--- config.mk ---
export PLATFORM = sky130hd
export DESIGN_NAME = hd3_sc_fsm
export DESIGN_NICKNAME = d
export VERILOG_FILES = /design/src/rtl/hd3_fsm_pkg.sv /design/src/rtl/hd3_code_decode.sv /design/src/rtl/hd3_next_phase.sv /design/src/rtl/hd3_sc_fsm.sv
export SDC_FILE = /design/constraint.sdc
export NUM_CORES = 1
export LEC_CHECK = 0
export BUFFER_PORTS_ARGS = -buffer_cell sky130_fd_sc_hd__buf_2
export CORE_MARGIN = 8
export CORE_UTILIZATION = 35
export DETAILED_ROUTE_END_ITERATION = 8
export PLACE_DENSITY = 0.51
export SYNTH_ARGS = -nofsm -noshare
export SYNTH_HDL_FRONTEND = slang
export SYNTH_HIERARCHICAL = 1
export SYNTH_SLANG_ARGS = --single-unit
--- constraint.sdc ---
create_clock -name clk -period 6.9 [get_ports clk]
set_input_delay 0.69 -clock clk [delete_from_list [all_inputs] [get_ports clk]]
set_output_delay 0.69 -clock clk [all_outputs]
set_load 0.1 [all_outputs]
--- src/rtl/hd3_fsm_pkg.sv ---
package hd3_fsm_pkg;

    localparam int unsigned N_PHASES = 5;
    localparam int unsigned CODE_W   = 6;
    localparam int unsigned IDX_W    = $clog2(N_PHASES);

    // Distance-3 storage codes for the five phases.
    function automatic logic [CODE_W-1:0] phase_code(input int unsigned idx);
        logic [CODE_W-1:0] c;
        case (idx)
            0:       c = 6'b000000;
            1:       c = 6'b000111;
            2:       c = 6'b111000;
            3:       c = 6'b011011;
            4:       c = 6'b101101;
            default: c = 6'b000000;
        endcase
        return c;
    endfunction

    typedef struct packed {
        logic [CODE_W-1:0] code;
    } state_t;

endpackage

--- src/rtl/hd3_code_decode.sv ---
module hd3_code_decode
    import hd3_fsm_pkg::*;
(
    input  logic [CODE_W-1:0] code_i,
    output logic [IDX_W-1:0]  idx_o,
    output logic              corrected_o,
    output logic              illegal_o
);

    logic [N_PHASES-1:0] exact;
    logic [N_PHASES-1:0] near;

    // One distance comparator per phase codeword.
    for (genvar g = 0; g < N_PHASES; g++) begin : g_dist
        logic [CODE_W-1:0] diff;
        assign diff     = code_i ^ phase_code(g);
        assign exact[g] = (diff == '0);
        assign near[g]  = ($countones(diff) <= 1);
    end

    always_comb begin
        idx_o = '0;
        for (int i = N_PHASES - 1; i >= 0; i--) begin
            if (near[i]) begin
                idx_o = IDX_W'(i);
            end
        end
    end

    assign illegal_o   = ~|near;
    assign corrected_o = (|near) & ~(|exact);

endmodule

--- src/rtl/hd3_next_phase.sv ---
module hd3_next_phase
    import hd3_fsm_pkg::*;
(
    input  logic [IDX_W-1:0] idx_i,
    input  logic             illegal_i,
    input  logic             advance_i,
    output logic [IDX_W-1:0] idx_o
);

    localparam logic [IDX_W-1:0] LAST = IDX_W'(N_PHASES - 1);

    always_comb begin
        if (illegal_i) begin
            idx_o = '0;
        end else if (advance_i) begin
            idx_o = (idx_i == LAST) ? '0 : idx_i + 1'b1;
        end else begin
            idx_o = idx_i;
        end
    end

endmodule

--- src/rtl/hd3_sc_fsm.sv ---
module hd3_sc_fsm
    import hd3_fsm_pkg::*;
(
    input  logic              clk,
    input  logic              rst_n,
    input  logic              advance,
    input  logic [CODE_W-1:0] upset_mask,
    output logic [IDX_W-1:0]  phase,
    output logic              busy,
    output logic              corr_event,
    output logic              uncorr_err
);

    state_t           st_d;
    state_t           st_q;
    logic [IDX_W-1:0] cur_idx;
    logic [IDX_W-1:0] nxt_idx;
    logic             cur_corr;
    logic             cur_ill;

    hd3_code_decode u_decode (
        .code_i      (st_q.code),
        .idx_o       (cur_idx),
        .corrected_o (cur_corr),
        .illegal_o   (cur_ill)
    );

    hd3_next_phase u_next (
        .idx_i     (cur_idx),
        .illegal_i (cur_ill),
        .advance_i (advance),
        .idx_o     (nxt_idx)
    );

    always_comb begin
        st_d      = st_q;
        st_d.code = phase_code(int'(nxt_idx)) ^ upset_mask;
    end

    always_ff @(posedge clk or negedge rst_n) begin
        if (!rst_n) begin
            st_q.code <= phase_code(0);
        end else begin
            st_q <= st_d;
        end
    end

    assign phase      = cur_idx;
    assign busy       = !cur_ill && (cur_idx != '0) && (cur_idx != IDX_W'(N_PHASES - 1));
    assign corr_event = cur_corr;
    assign uncorr_err = cur_ill;

endmodule

; After elaboration in Yosys (flattened, before gate mapping)
; Cells that the tools add are included.
[word_totals]
register_bits = 6
in_bits = 9
out_inout_bits = 6
[classes]
addsub = 24
magnitude_cmp = 5
eq_ne = 6
mux = 9
bitwise = 7
reduce_logical = 11
[op_table]
columns = cell, count
row1 = 32-bit adder, 10
row2 = "32-bit by 2-bit less-or-equal comparator with 1-bit output, second input constant", 5
row3 = 6-bit logical NOT, 5
row4 = 1-bit by 1-bit adder with 2-bit output, 13
row5 = 3-bit 2-to-1 mux, 8
row6 = 6-bit case mux with 4 select lines, 1
row7 = 5-bit OR reduction, 2
row8 = 4-bit NOT, 2
row9 = "3-bit by 2-bit == test with 1-bit output, second input constant", 2
row10 = "3-bit == test, second input constant", 2
row11 = 3-bit NOT, 2
row12 = 6-bit bitwise XOR, 1
row13 = "3-bit by 1-bit adder with 3-bit output, second input constant", 1
row14 = "3-bit by 1-bit == test with 1-bit output, second input constant", 1
row15 = "3-bit != test, second input constant", 1
row16 = 3-bit nonzero test, 1
row17 = 1-bit logical AND, 2
row18 = 1-bit AND, 1
row19 = 1-bit logical NOT, 1
row20 = 1-bit NOT, 1

; Logic depth before layout (Yosys ltp)
; Gate-level depths: netlist of the first run.
[logic_depth]
depth_word = 17
depth_mapped = 17
mapped_depth_nobuf = 17

; Hierarchy
; Netlist of the first run, hierarchy kept.
[by_module_without_submodules]
columns = module, instances, cells_per_inst, area_each_um2, seq_area_each_um2
row1 = hd3_code_decode, 1, 69, 683.2, 0.0
row2 = hd3_sc_fsm, 1, 24, 281.5, 150.1
row3 = hd3_next_phase, 1, 13, 91.3, 0.0

; Least setup slack after synthesis of the first run
; Ideal clock, no wire load.
[synth_path]
path_kind = register to output
startpoint = register st_q[2] in the netlist's numbering
endpoint = output port busy
t_arrival_ns = 5.327
required_time_ns = 6.210
path_slack_ns = 0.883
stages_incl_launch_ff = 10
path_buffers = 0
cell_sequence = dfrtp_1 > inv_1 > fa_1 > inv_1 > fa_1 > fa_1 > o211ai_1 > a2bb2oi_1 > nor2_1 > nor2_1
[synth_via]
word_cells_on_any_way = 32
classes_between = add/sub (15) / order compare (5) / eq/ne (1) / mux (5) / bitwise (2) / reduce/logical (4)
[synth_rtl]
columns = element, line_no
row1 = "start, declared", hd3_sc_fsm.sv:15  ; state_t st_q;
row2 = "start signal, assigned", hd3_sc_fsm.sv:44  ; st_q <= st_d;
row3 = 1-bit by 1-bit adder with 2-bit output (not written as such), hd3_code_decode.sv:18  ; assign near[g] = ($countones(diff) <= 1);
row4 = 32-bit adder (not written as such) (2 in a row), hd3_code_decode.sv:18
row5 = 32-bit by 2-bit less-or-equal comparator with 1-bit output, hd3_code_decode.sv:18
row6 = 3-bit 2-to-1 mux (3 in a row), hd3_code_decode.sv:24  ; if (near[i]) begin
row7 = 3-bit 2-to-1 mux (*), hd3_code_decode.sv:24
row8 = named net phase[0], hd3_sc_fsm.sv:8  ; output logic [IDX_W-1:0] phase,
row9 = 3-bit nonzero test, hd3_sc_fsm.sv:49  ; assign busy = !cur_ill && (cur_idx != '0) && (cur_idx != IDX_W'(N_PHASES - 1));
row10 = 1-bit logical AND, hd3_sc_fsm.sv:49
row11 = 1-bit logical AND (*), hd3_sc_fsm.sv:49
row12 = "end, declared", hd3_sc_fsm.sv:9  ; output logic busy,
; The timed path passes the listed nets; every way through them passes the cells marked *.

; Final worst setup path of the first run
[layout_path]
startpoint = register st_q[2] in the netlist's numbering
endpoint = output port uncorr_err
[layout_via]
elab_chain_len = 7
word_cells_on_any_way = 24
classes_between = add/sub (15) / order compare (5) / bitwise (2) / reduce/logical (2)
[layout_lines]
columns = element, line_no
row1 = 3-bit NOT (no line) / 4-bit NOT (equally long branches), n/a
row2 = 1-bit by 1-bit adder with 2-bit output (not written as such), hd3_code_decode.sv:18
row3 = 32-bit adder (not written as such) (2 in a row), hd3_code_decode.sv:18
row4 = 32-bit by 2-bit less-or-equal comparator with 1-bit output, hd3_code_decode.sv:18
row5 = 5-bit OR reduction (*), hd3_code_decode.sv:30  ; assign illegal_o = ~|near;
row6 = 1-bit logical NOT (*), hd3_code_decode.sv:30
row7 = "end, declared", hd3_sc_fsm.sv:11  ; output logic uncorr_err
; Every way passes the cells marked *; elsewhere a longest branch is shown, timed or not.

==> results.ini, run 1 <==
[cts]
cts_tree = done
max-clock-path-buffers = 2
cts_setup_buffers = 0
numCtsBuffers = 3
clock_latency_ps = 240
cts_sinks = 6
htreeDepth = 1
clkSlewWorstSetupHoldPaths_ps = 40
cts_resized = 0
hold_buffers = 0
root_buffer = clkbuf_4

[place]
place_area_um2 = 1167
globalplace.congestion = 0.8578
port_buffers = 14
place_hpwl_mm = 1.769

[global_route]
grt_util_all_layers_pct = 8.757
grt_first_pass_wirelength_mm = 3.643
grt-ovfl-total = 0
grt_max_degree = 7
grt_pass1_vias = 830
grt_antenna_before_repair = 0

[drt]
vias_per_cell = 4.641
drt-total-wl_mm = 1.943
drt-pass1-iter-count = 4
ant_nets = 0
vias = 724
drt_iter0_drc = 19
drc = 0
routedWlPerCell_um = 12.46

[cells_and_area]
layout-drive-gt1-share_pct = 21.14
largest_reg_flops = 6
layout_commonest_cell = inv_1
multiInputGateArea_um2 = 827.0
nFillCells = 303
seqCellArea_um2 = 150.1
finalInstanceArea_um2 = 1190
top_register = st_q
top_regs = st_q (6)
diodes = 0
area_growth_pct = 12.68
fin_nets = 166
final_cell_mix = 21 x inv_1, 18 x ha_1, 14 x buf_2, 14 x fa_1, 8 x nor2_1

[sta]
worstMarginPinSlew_ps = 489.4
relSlewSlack_pct = 67.37
finalCritPeriodShare_pct = 62.86
fmax_mhz = 230.6
report.final.slew_viol_count = 0
setup_violations = 0
hold_viol_final = 0
period_minus_slack_ps = 4337
setup_tns_ps = 0
rsz0062_at_grt = false
skew_ps = 3.367

[floorplan]
chipWidth_um = 70.93
core_area_um2 = 2953
die_h_um = 70.93
io_pins = 15
start_util_pct = 35.76
die_area_um2 = 5031
row_count = 20

[worst_setup_path]
end_kind = output port
startpoint_type = register
path_max_fanout = 6
worstSetupPathType = register to output port
critical_path.startpoint = st_q[2]
crit_required_ps = 6210
reg2reg_from = st_q[2]
crit_arrival_ps = 3650

[hold_path]
hold_class = primary input to asynchronous set/reset pin

[yosys]
avgSynthCellArea_um2 = 9.962
yosysWarningCount = 6
synthesis.area_um2 = 1056
yosysSeqAreaShare_pct = 14.22
syn_inst = 106
ys_seq_elements = 6
yosys.cell_types.count = 26
mappedNetlistNets = 147

[run_status]
status = finished clean

[flow_run]
drv_cap = 0

==> final cells by class <==
cell class	instances	area share, %
Tap cell	33	3.470
Inverter	21	6.625
Sequential cell	6	12.62
Clock buffer	3	1.893
Timing Repair Buffer	14	5.889
Multi-Input combinational cell	79	69.51
==> per-layer routing <==
| metal | GRT usage [%] | vias up | part of all wire [%] |
|---|---|---|---|
| met3 | 0.7062 | 0 | 1.4 |
| met4 | 2.771 | 0 | 0 |
| met5 | 0 | - | 0 |
| met2 | 16.07 | 13 | 53 |
| met1 | 10.42 | 340 | 45 |
| li1 | - | 371 | - |
==> cell usage after synthesis <==
| cell | number | area (um^2) |
|---|---|---|
| fa_1 | 14 | 280.3 |
| o31ai_1 | 1 | 7.510 |
| a211oi_2 | 1 | 12.51 |
| nand2b_2 | 1 | 8.760 |
| a2bb2oi_1 | 1 | 8.760 |
| nand3_1 | 2 | 10.01 |
| dfrtp_1 | 6 | 150.1 |
| a31o_2 | 1 | 8.760 |
| inv_1 | 21 | 78.83 |
| o211a_1 | 1 | 10.01 |
| nand2_1 | 4 | 15.01 |
| xor2_1 | 2 | 17.52 |
| o211ai_1 | 1 | 7.510 |
| nand2b_1 | 4 | 25.02 |
| ha_1 | 18 | 225.2 |
| nor3b_2 | 1 | 12.51 |
| a22o_2 | 1 | 10.01 |
| nor3_2 | 1 | 10.01 |
| a21oi_1 | 6 | 30.03 |
| xnor2_1 | 4 | 35.03 |
| a22o_1 | 1 | 8.760 |
| o21a_1 | 1 | 7.510 |
| mux2i_1 | 1 | 10.01 |
| nor2_1 | 8 | 30.03 |
| a32o_1 | 1 | 10.01 |
| a21oi_2 | 3 | 26.28 |
==> worst paths after layout <==
| path | endpoint | slack, ps | depth (start not counted) |
|---|---|---|---|
| max in group asynchronous | st_q[2] | 6490 | 1 |
| min reg2reg | st_q[1] | 1660 | 8 |
| max reg2reg | st_q[0] | 2690 | 14 |
| max | uncorr_err | 2560 | 10 |
| min | st_q[4] | 270 | 1 |
| min in group clk | st_q[5] | 630 | 2 |
==> logic make-up after synthesis <==
logic type               share of synthesized area, %
XOR/XNOR                                        4.976
flip-flops                                      14.22
buffers and inverters                           7.465
AND/OR/NAND/NOR                                 10.54
adder cells (fa/ha/maj)                         47.87
AO/OA/AOI/OAI                                   13.98
multiplexers                                   0.9479
==> worst max-delay path: stages (launching register included) <==
cell	delay, ps
dfrtp_1	520
inv_1	200
fa_1	560
inv_1	50
fa_1	400
fa_1	520
nor2_1	50
a21oi_1	200
nand2_1	100
nor2_1	300
buf_2	500
==> metrics by stage <==
stage,cells,utilization [%],setup WS (ps),hold slack [ps]
floorplan,106,-,883.2,394.4
global route,156,40.30,2236,264.9
CTS,156,40.30,2470,262.5
global placement,153,39.53,2731,513.3
finish,156,40.30,2563,265.8
detailed placement,153,39.53,2625,515.7
Power of run 1 is left out: the tool's default activity adds up to more than one toggle a clock period on the data nets, which glitch-free logic cannot reach.
==> run 2, diff against run 1 <==
Settings changed: ABC_AREA set to 1.
Clock period 6.9 ns to 4.4 ns, I/O delays scaled along.
==> run 2 against run 1 <==
- routed wire length is 4.1% higher
- via count rose by 18%
- die area is 4.7% higher
- final cell count rose by 32%
- core utilization rose by 1.8 points
- clock skew shrank 2.8 ps
- setup slack lost 2200 ps
- non-clock buffer count stayed put
==> results.ini, run 2 <==
[drt]
ant_nets = 0  ; unchanged
vias = 851  ; was 724
drt_iter0_drc = 25  ; was 19
routedWlPerCell_um = 9.816  ; was 12.46 um
drc = 0  ; unchanged
vias_per_cell = 4.131  ; was 4.641
drt-pass1-iter-count = 4  ; unchanged
drt-total-wl_mm = 2.022  ; was 1.943 mm

[worst_setup_path]
path_max_fanout = 6  ; unchanged
r2r_slack_ps = 620  ; was 2690 ps
critical_path.startpoint = st_q[2]  ; unchanged
reg2reg_from = st_q[2]  ; unchanged
crit_arrival_ps = 3580  ; was 3650 ps
endpoint = uncorr_err  ; unchanged
startpoint_type = register  ; unchanged
ff2ff_path_depth = 17  ; was 14
worstSetupPathType = register to output port  ; unchanged
timing.rr.end = st_q[3]  ; was st_q[0]
end_kind = output port  ; unchanged
crit_required_ps = 3960  ; was 6210 ps

[hold_path]
hold_class = primary input to asynchronous set/reset pin  ; unchanged

[place]
port_buffers = 14  ; unchanged
globalplace.congestion = 0.8060  ; was 0.8578
place_hpwl_mm = 1.885  ; was 1.769 mm

[global_route]
grt_pass1_vias = 936  ; was 830
met1_usage_pct = 11.24  ; was 10.42%
grt_max_degree = 7  ; unchanged
grtUsageMet2_pct = 15.71  ; was 16.07%
grt-ovfl-total = 0  ; unchanged
top_usage_layer = met2  ; unchanged
grt_first_pass_wirelength_mm = 3.919  ; was 3.643 mm
met3_usage_pct = 1.374  ; was 0.7062%
grt_antenna_before_repair = 0  ; unchanged
grt_util_all_layers_pct = 8.998  ; was 8.757%

[flow_run]
drv_cap = 0  ; unchanged

[cells_and_area]
layout_commonest_cell = nand2_1  ; was inv_1
nFillCells = 341  ; was 303
top_register = st_q  ; unchanged
diodes = 0  ; unchanged
top_regs = st_q (6)  ; unchanged
fin_nets = 205  ; was 166
final_cell_mix = 42 x nand2_1, 32 x inv_1, 18 x ha_1  ; was 21 x inv_1, 18 x ha_1, 14 x buf_2, 14 x fa_1, 8 x nor2_1
largest_reg_flops = 6  ; unchanged
layout-drive-gt1-share_pct = 18.52  ; was 21.14%
area_growth_pct = 14.51  ; was 12.68%

[yosys]
syn_inst = 145  ; was 106
async_flop_share_pct = 100.0  ; unchanged
yosysWarningCount = 6  ; unchanged
ys_seq_elements = 6  ; unchanged
synth-edff-count = 0  ; unchanged
synth_area_leader_cell = fa_1  ; unchanged
synth_top_area_share_pct = 25.00  ; was 26.54%
synth.area.top_cells = fa_1 25%, ha_1 20%, nand2_1 14%  ; was fa_1 27%, ha_1 21%, dfrtp_1 14%
yosys.cell_types.count = 17  ; was 26
avgSynthCellArea_um2 = 7.732  ; was 9.962 um^2
mappedNetlistNets = 186  ; was 147
synth_common_cells = 42 x nand2_1, 32 x inv_1, 18 x ha_1  ; was 21 x inv_1, 18 x ha_1, 14 x fa_1
ys.flop_type = dfrtp_1  ; unchanged
synth_most_common_cell = nand2_1  ; was inv_1
yosysSeqAreaShare_pct = 13.39  ; was 14.22%
synthesis.area_um2 = 1121  ; was 1056 um^2

[cts]
cts_resized = 0  ; unchanged
cts_tree = done  ; unchanged
htreeDepth = 1  ; unchanged
clock_latency_ps = 230  ; was 240 ps
max-clock-path-buffers = 2  ; unchanged
cts_sinks = 6  ; unchanged
numCtsBuffers = 3  ; unchanged
root_buffer = clkbuf_4  ; unchanged
hold_buffers = 0  ; unchanged
cts_setup_buffers = 0  ; unchanged
clkSlewWorstSetupHoldPaths_ps = 40  ; about the same

[floorplan]
core_area_um2 = 3053  ; was 2953 um^2
start_util_pct = 36.72  ; was 35.76%
chipWidth_um = 72.60  ; was 70.93 um
row_count = 20  ; unchanged
die_area_um2 = 5270  ; was 5031 um^2
io_pins = 15  ; unchanged
die_h_um = 72.60  ; was 70.93 um

[sta]
finalCritPeriodShare_pct = 91.29
skew_ps = 0.5740  ; was 3.367 ps
setup_tns_ps = 0  ; unchanged
setup_violations = 0  ; unchanged
report.final.slew_viol_count = 0  ; unchanged
fmax_mhz = 249.0
period_minus_slack_ps = 4017
worstMarginPinSlew_ps = 488.6  ; was 489.4 ps
relSlewSlack_pct = 67.65  ; was 67.37%
rsz0062_at_grt = false  ; unchanged
hold_viol_final = 0  ; unchanged

[run_status]
status = finished clean  ; unchanged

## run 2: changes by cell type after synthesis, moves of 4 or more
cell / before / now
nand2_1: 4 / 42
inv_1: 21 / 32
nand3_1: 2 / 10
a21oi_1: 6 / 1
nand2b_1: 4 / 0
## run 2: final cells by class
class                      count  area (um^2)  share of cell area, %
multi-input combinational    105        858.3                  66.86
sequential                     6        150.1                  11.70
inverter                      34        127.6                  9.941
timing repair buffer          14        70.07                  5.458
tap                           44        55.05                  4.289
clock buffer                   3        22.52                  1.754
## run 2: worst min-delay path by stage
stage | endpoint | slack, ps | cells after the start
2_1_floorplan | st_q[0] | 140 | 0
3_3_place_gp | st_q[4] | 260 | 1
3_5_place_dp | st_q[4] | 260 | 1
4_1_cts | st_q[4] | 7 | 1
5_1_grt | st_q[4] | 30 | 1
6_report | st_q[1] | 10 | 1
## run 2: cells by family after synthesis
logic type      Yosys count  synth area share, %
flops                     6                13.39
buf+inv                  34                11.38
fa+ha+maj                32                45.09
simple gates             65                25.00
compound gates            6                3.572
xor+xnor                  2                1.563
## run 2: through the flow
stage                     std cells  area (um^2)  hold WS, ps  setup WS, ps  util [%]
after floorplan                 145         1136        144.4         199.5         -
after global placement          203         1261        264.5         565.0     41.31
after detailed placement        203         1261        262.5         576.2     41.31
after CTS                       206         1284        6.978         322.8     42.05
after global routing            206         1284        27.74         151.7     42.05
final                           206         1284        14.78         383.3     42.05
## run 2: worst max-delay path, stage by stage (launching register included)
cell,delay [ps]
dfrtp_1,530
inv_1,200
fa_1,540
fa_1,420
ha_1,190
inv_1,60
fa_1,400
nand2_1,110
nand2_1,70
nor2_2,140
and2_1,230
buf_2,460
## run 2: per-layer routing
metal	wire length (um)	part of all wire, %
met3	36	1.8
met5	0	0
met4	0	0
met2	1043	52
met1	941	47
Power of run 2 is left out for the same reason.
==> run 3, diff against run 2 <==
Settings changed: PLACE_DENSITY 0.51 to unset.
==> run 3 against run 2 <==
- sequential cell count stayed put
- register-to-register slack improved by 70 ps
- largest cell class unchanged
- clock-buffer cell count did not move
- critical path type unchanged
- die area unchanged
- fmax is 0.51% lower
- critical path depth did not move
- cell area unchanged
- first-iteration DRC count increased by 24%
- global-route usage increased by 0.34 points
==> results.ini, run 3 (synthesis gave the netlist of run 2 again) <==
[cells_and_area]
diodes = 0  ; unchanged
area_growth_pct = 14.51  ; unchanged
utilization_pct = 42.05  ; unchanged
layout_commonest_cell = nand2_1  ; unchanged
final_cell_mix = 42 x nand2_1, 32 x inv_1, 18 x ha_1  ; unchanged
top_register = st_q  ; unchanged
layout-drive-gt1-share_pct = 18.52  ; unchanged
fin_nets = 205  ; unchanged
top_regs = st_q (6)  ; unchanged
largest_reg_flops = 6  ; unchanged

[cts]
max-clock-path-buffers = 2  ; unchanged
cts_resized = 0  ; unchanged
cts_setup_buffers = 0  ; unchanged
hold_buffers = 0  ; unchanged
clock_latency_ps = 240  ; was 230 ps
cts_tree = done  ; unchanged
cts_sinks = 6  ; unchanged
numCtsBuffers = 3  ; unchanged
htreeDepth = 1  ; unchanged
clkSlewWorstSetupHoldPaths_ps = 40  ; about the same
root_buffer = clkbuf_4  ; unchanged

[floorplan]
chipWidth_um = 72.60  ; unchanged
start_util_pct = 36.72  ; unchanged
die_h_um = 72.60  ; unchanged
row_count = 20  ; unchanged
io_pins = 15  ; unchanged
die_area_um2 = 5270  ; unchanged
core_area_um2 = 3053  ; unchanged

[drt]
wl_met2_mm = 1.030  ; was 1.043 mm
routedWlPerCell_um = 10.18  ; was 9.816 um
vias = 870  ; was 851
m1WireLength_um = 954  ; was 941 um
vias_per_cell = 4.223  ; was 4.131
ant_nets = 0  ; unchanged
routed-wl-met3_um = 92  ; was 36 um
drt_iter0_drc = 31  ; was 25
drt-pass1-iter-count = 4  ; unchanged
drt-total-wl_mm = 2.097  ; was 2.022 mm
drc = 0  ; unchanged
highest_layer = met4  ; was met3

[place]
place_hpwl_mm = 1.946  ; was 1.885 mm
globalplace.congestion = 0.8037  ; was 0.8060
port_buffers = 14  ; unchanged

[global_route]
grt_util_all_layers_pct = 9.334  ; was 8.998%
grt-ovfl-total = 0  ; unchanged
grt_first_pass_wirelength_mm = 4.002  ; was 3.919 mm
grt_max_degree = 7  ; unchanged
grt_antenna_before_repair = 0  ; unchanged
grt_pass1_vias = 934  ; was 936

[worst_setup_path]
ff2ff_path_depth = 19  ; was 17
path_max_fanout = 6  ; unchanged
crit_required_ps = 3960  ; about the same
critical_path.startpoint = st_q[2]  ; unchanged
path_cells = inv_1, fa_1, fa_1, ha_1, inv_1, fa_1, nand2_1, nand2_1, nor2_2, and2_1, buf_2  ; unchanged
endpoint = uncorr_err  ; unchanged
worstSetupPathType = register to output port  ; unchanged
crit_path_frequent_cell = fa_1  ; unchanged
slowest_stage = fa_1  ; unchanged
crit_arrival_ps = 3600  ; was 3580 ps
startpoint_type = register  ; unchanged
timing.rr.end = st_q[3]  ; unchanged
r2r_slack_ps = 690  ; was 620 ps
reg2reg_from = st_q[2]  ; unchanged
worst_path_largest_cell_delay_ps = 550  ; was 540 ps
end_kind = output port  ; unchanged

[sta]
relSlewSlack_pct = 67.18  ; was 67.65%
worstMarginPinSlew_ps = 495.7  ; was 488.6 ps
fmax_mhz = 247.7  ; was 249.0 MHz
hold_viol_final = 0  ; unchanged
rsz0062_at_grt = false  ; unchanged
report.final.slew_viol_count = 0  ; unchanged
skew_ps = 0.6476  ; was 0.5740 ps
setup_violations = 0  ; unchanged
period_minus_slack_ps = 4037  ; was 4017 ps
setup_tns_ps = 0  ; unchanged
finalCritPeriodShare_pct = 91.76  ; was 91.29%

[hold_path]
hold_class = primary input to asynchronous set/reset pin  ; unchanged

[run_status]
status = finished clean  ; unchanged

[flow_run]
drv_cap = 0  ; unchanged

[run 3: per-layer routing]
metal / track usage (%) / up-vias
met5: 0 / -
met4: 3.333 / 0
met3: 1.923 / 4
met2: 16.70 / 20
met1: 10.57 / 387
li1: - / 459
[run 3: area by class of cell]
class                      instances  area (um^2)
clock buffer                       3        22.52
tap                               44        55.05
multi-input combinational        105        858.3
fill                             317         1769
inverter                          34        127.6
sequential                         6        150.1
timing repair buffer              14        70.07
[run 3: worst min path at each step]
stage / endpoint / slack [ps] / cells after the start
2_1_floorplan: st_q[0] / 140 / 0
3_3_place_gp: st_q[4] / 270 / 1
3_5_place_dp: st_q[4] / 260 / 1
4_1_cts: st_q[4] / 4 / 1
5_1_grt: st_q[1] / 9 / 1
6_report: st_q[1] / 7 / 1
[run 3: worst max-delay path, delay by kind of cell (launching register included)]
kind / cells / cell delay (ps)
adders and majority gates: 4 / 1570
and+or+nand+nor: 4 / 540
buffers and inverters: 3 / 710
DFF: 1 / 530
[run 3: through the flow]
stage	instance area [um^2]	setup slack, ps	std cells	hold slack, ps
after floorplan	1136	199.5	145	144.4
after global placement	1261	620.1	203	265.2
after detailed placement	1261	588.8	203	261.7
after CTS	1284	301.6	206	4.377
after global routing	1284	155.7	206	8.756
final	1284	362.7	206	6.900
Power of run 3 is left out for the same reason.
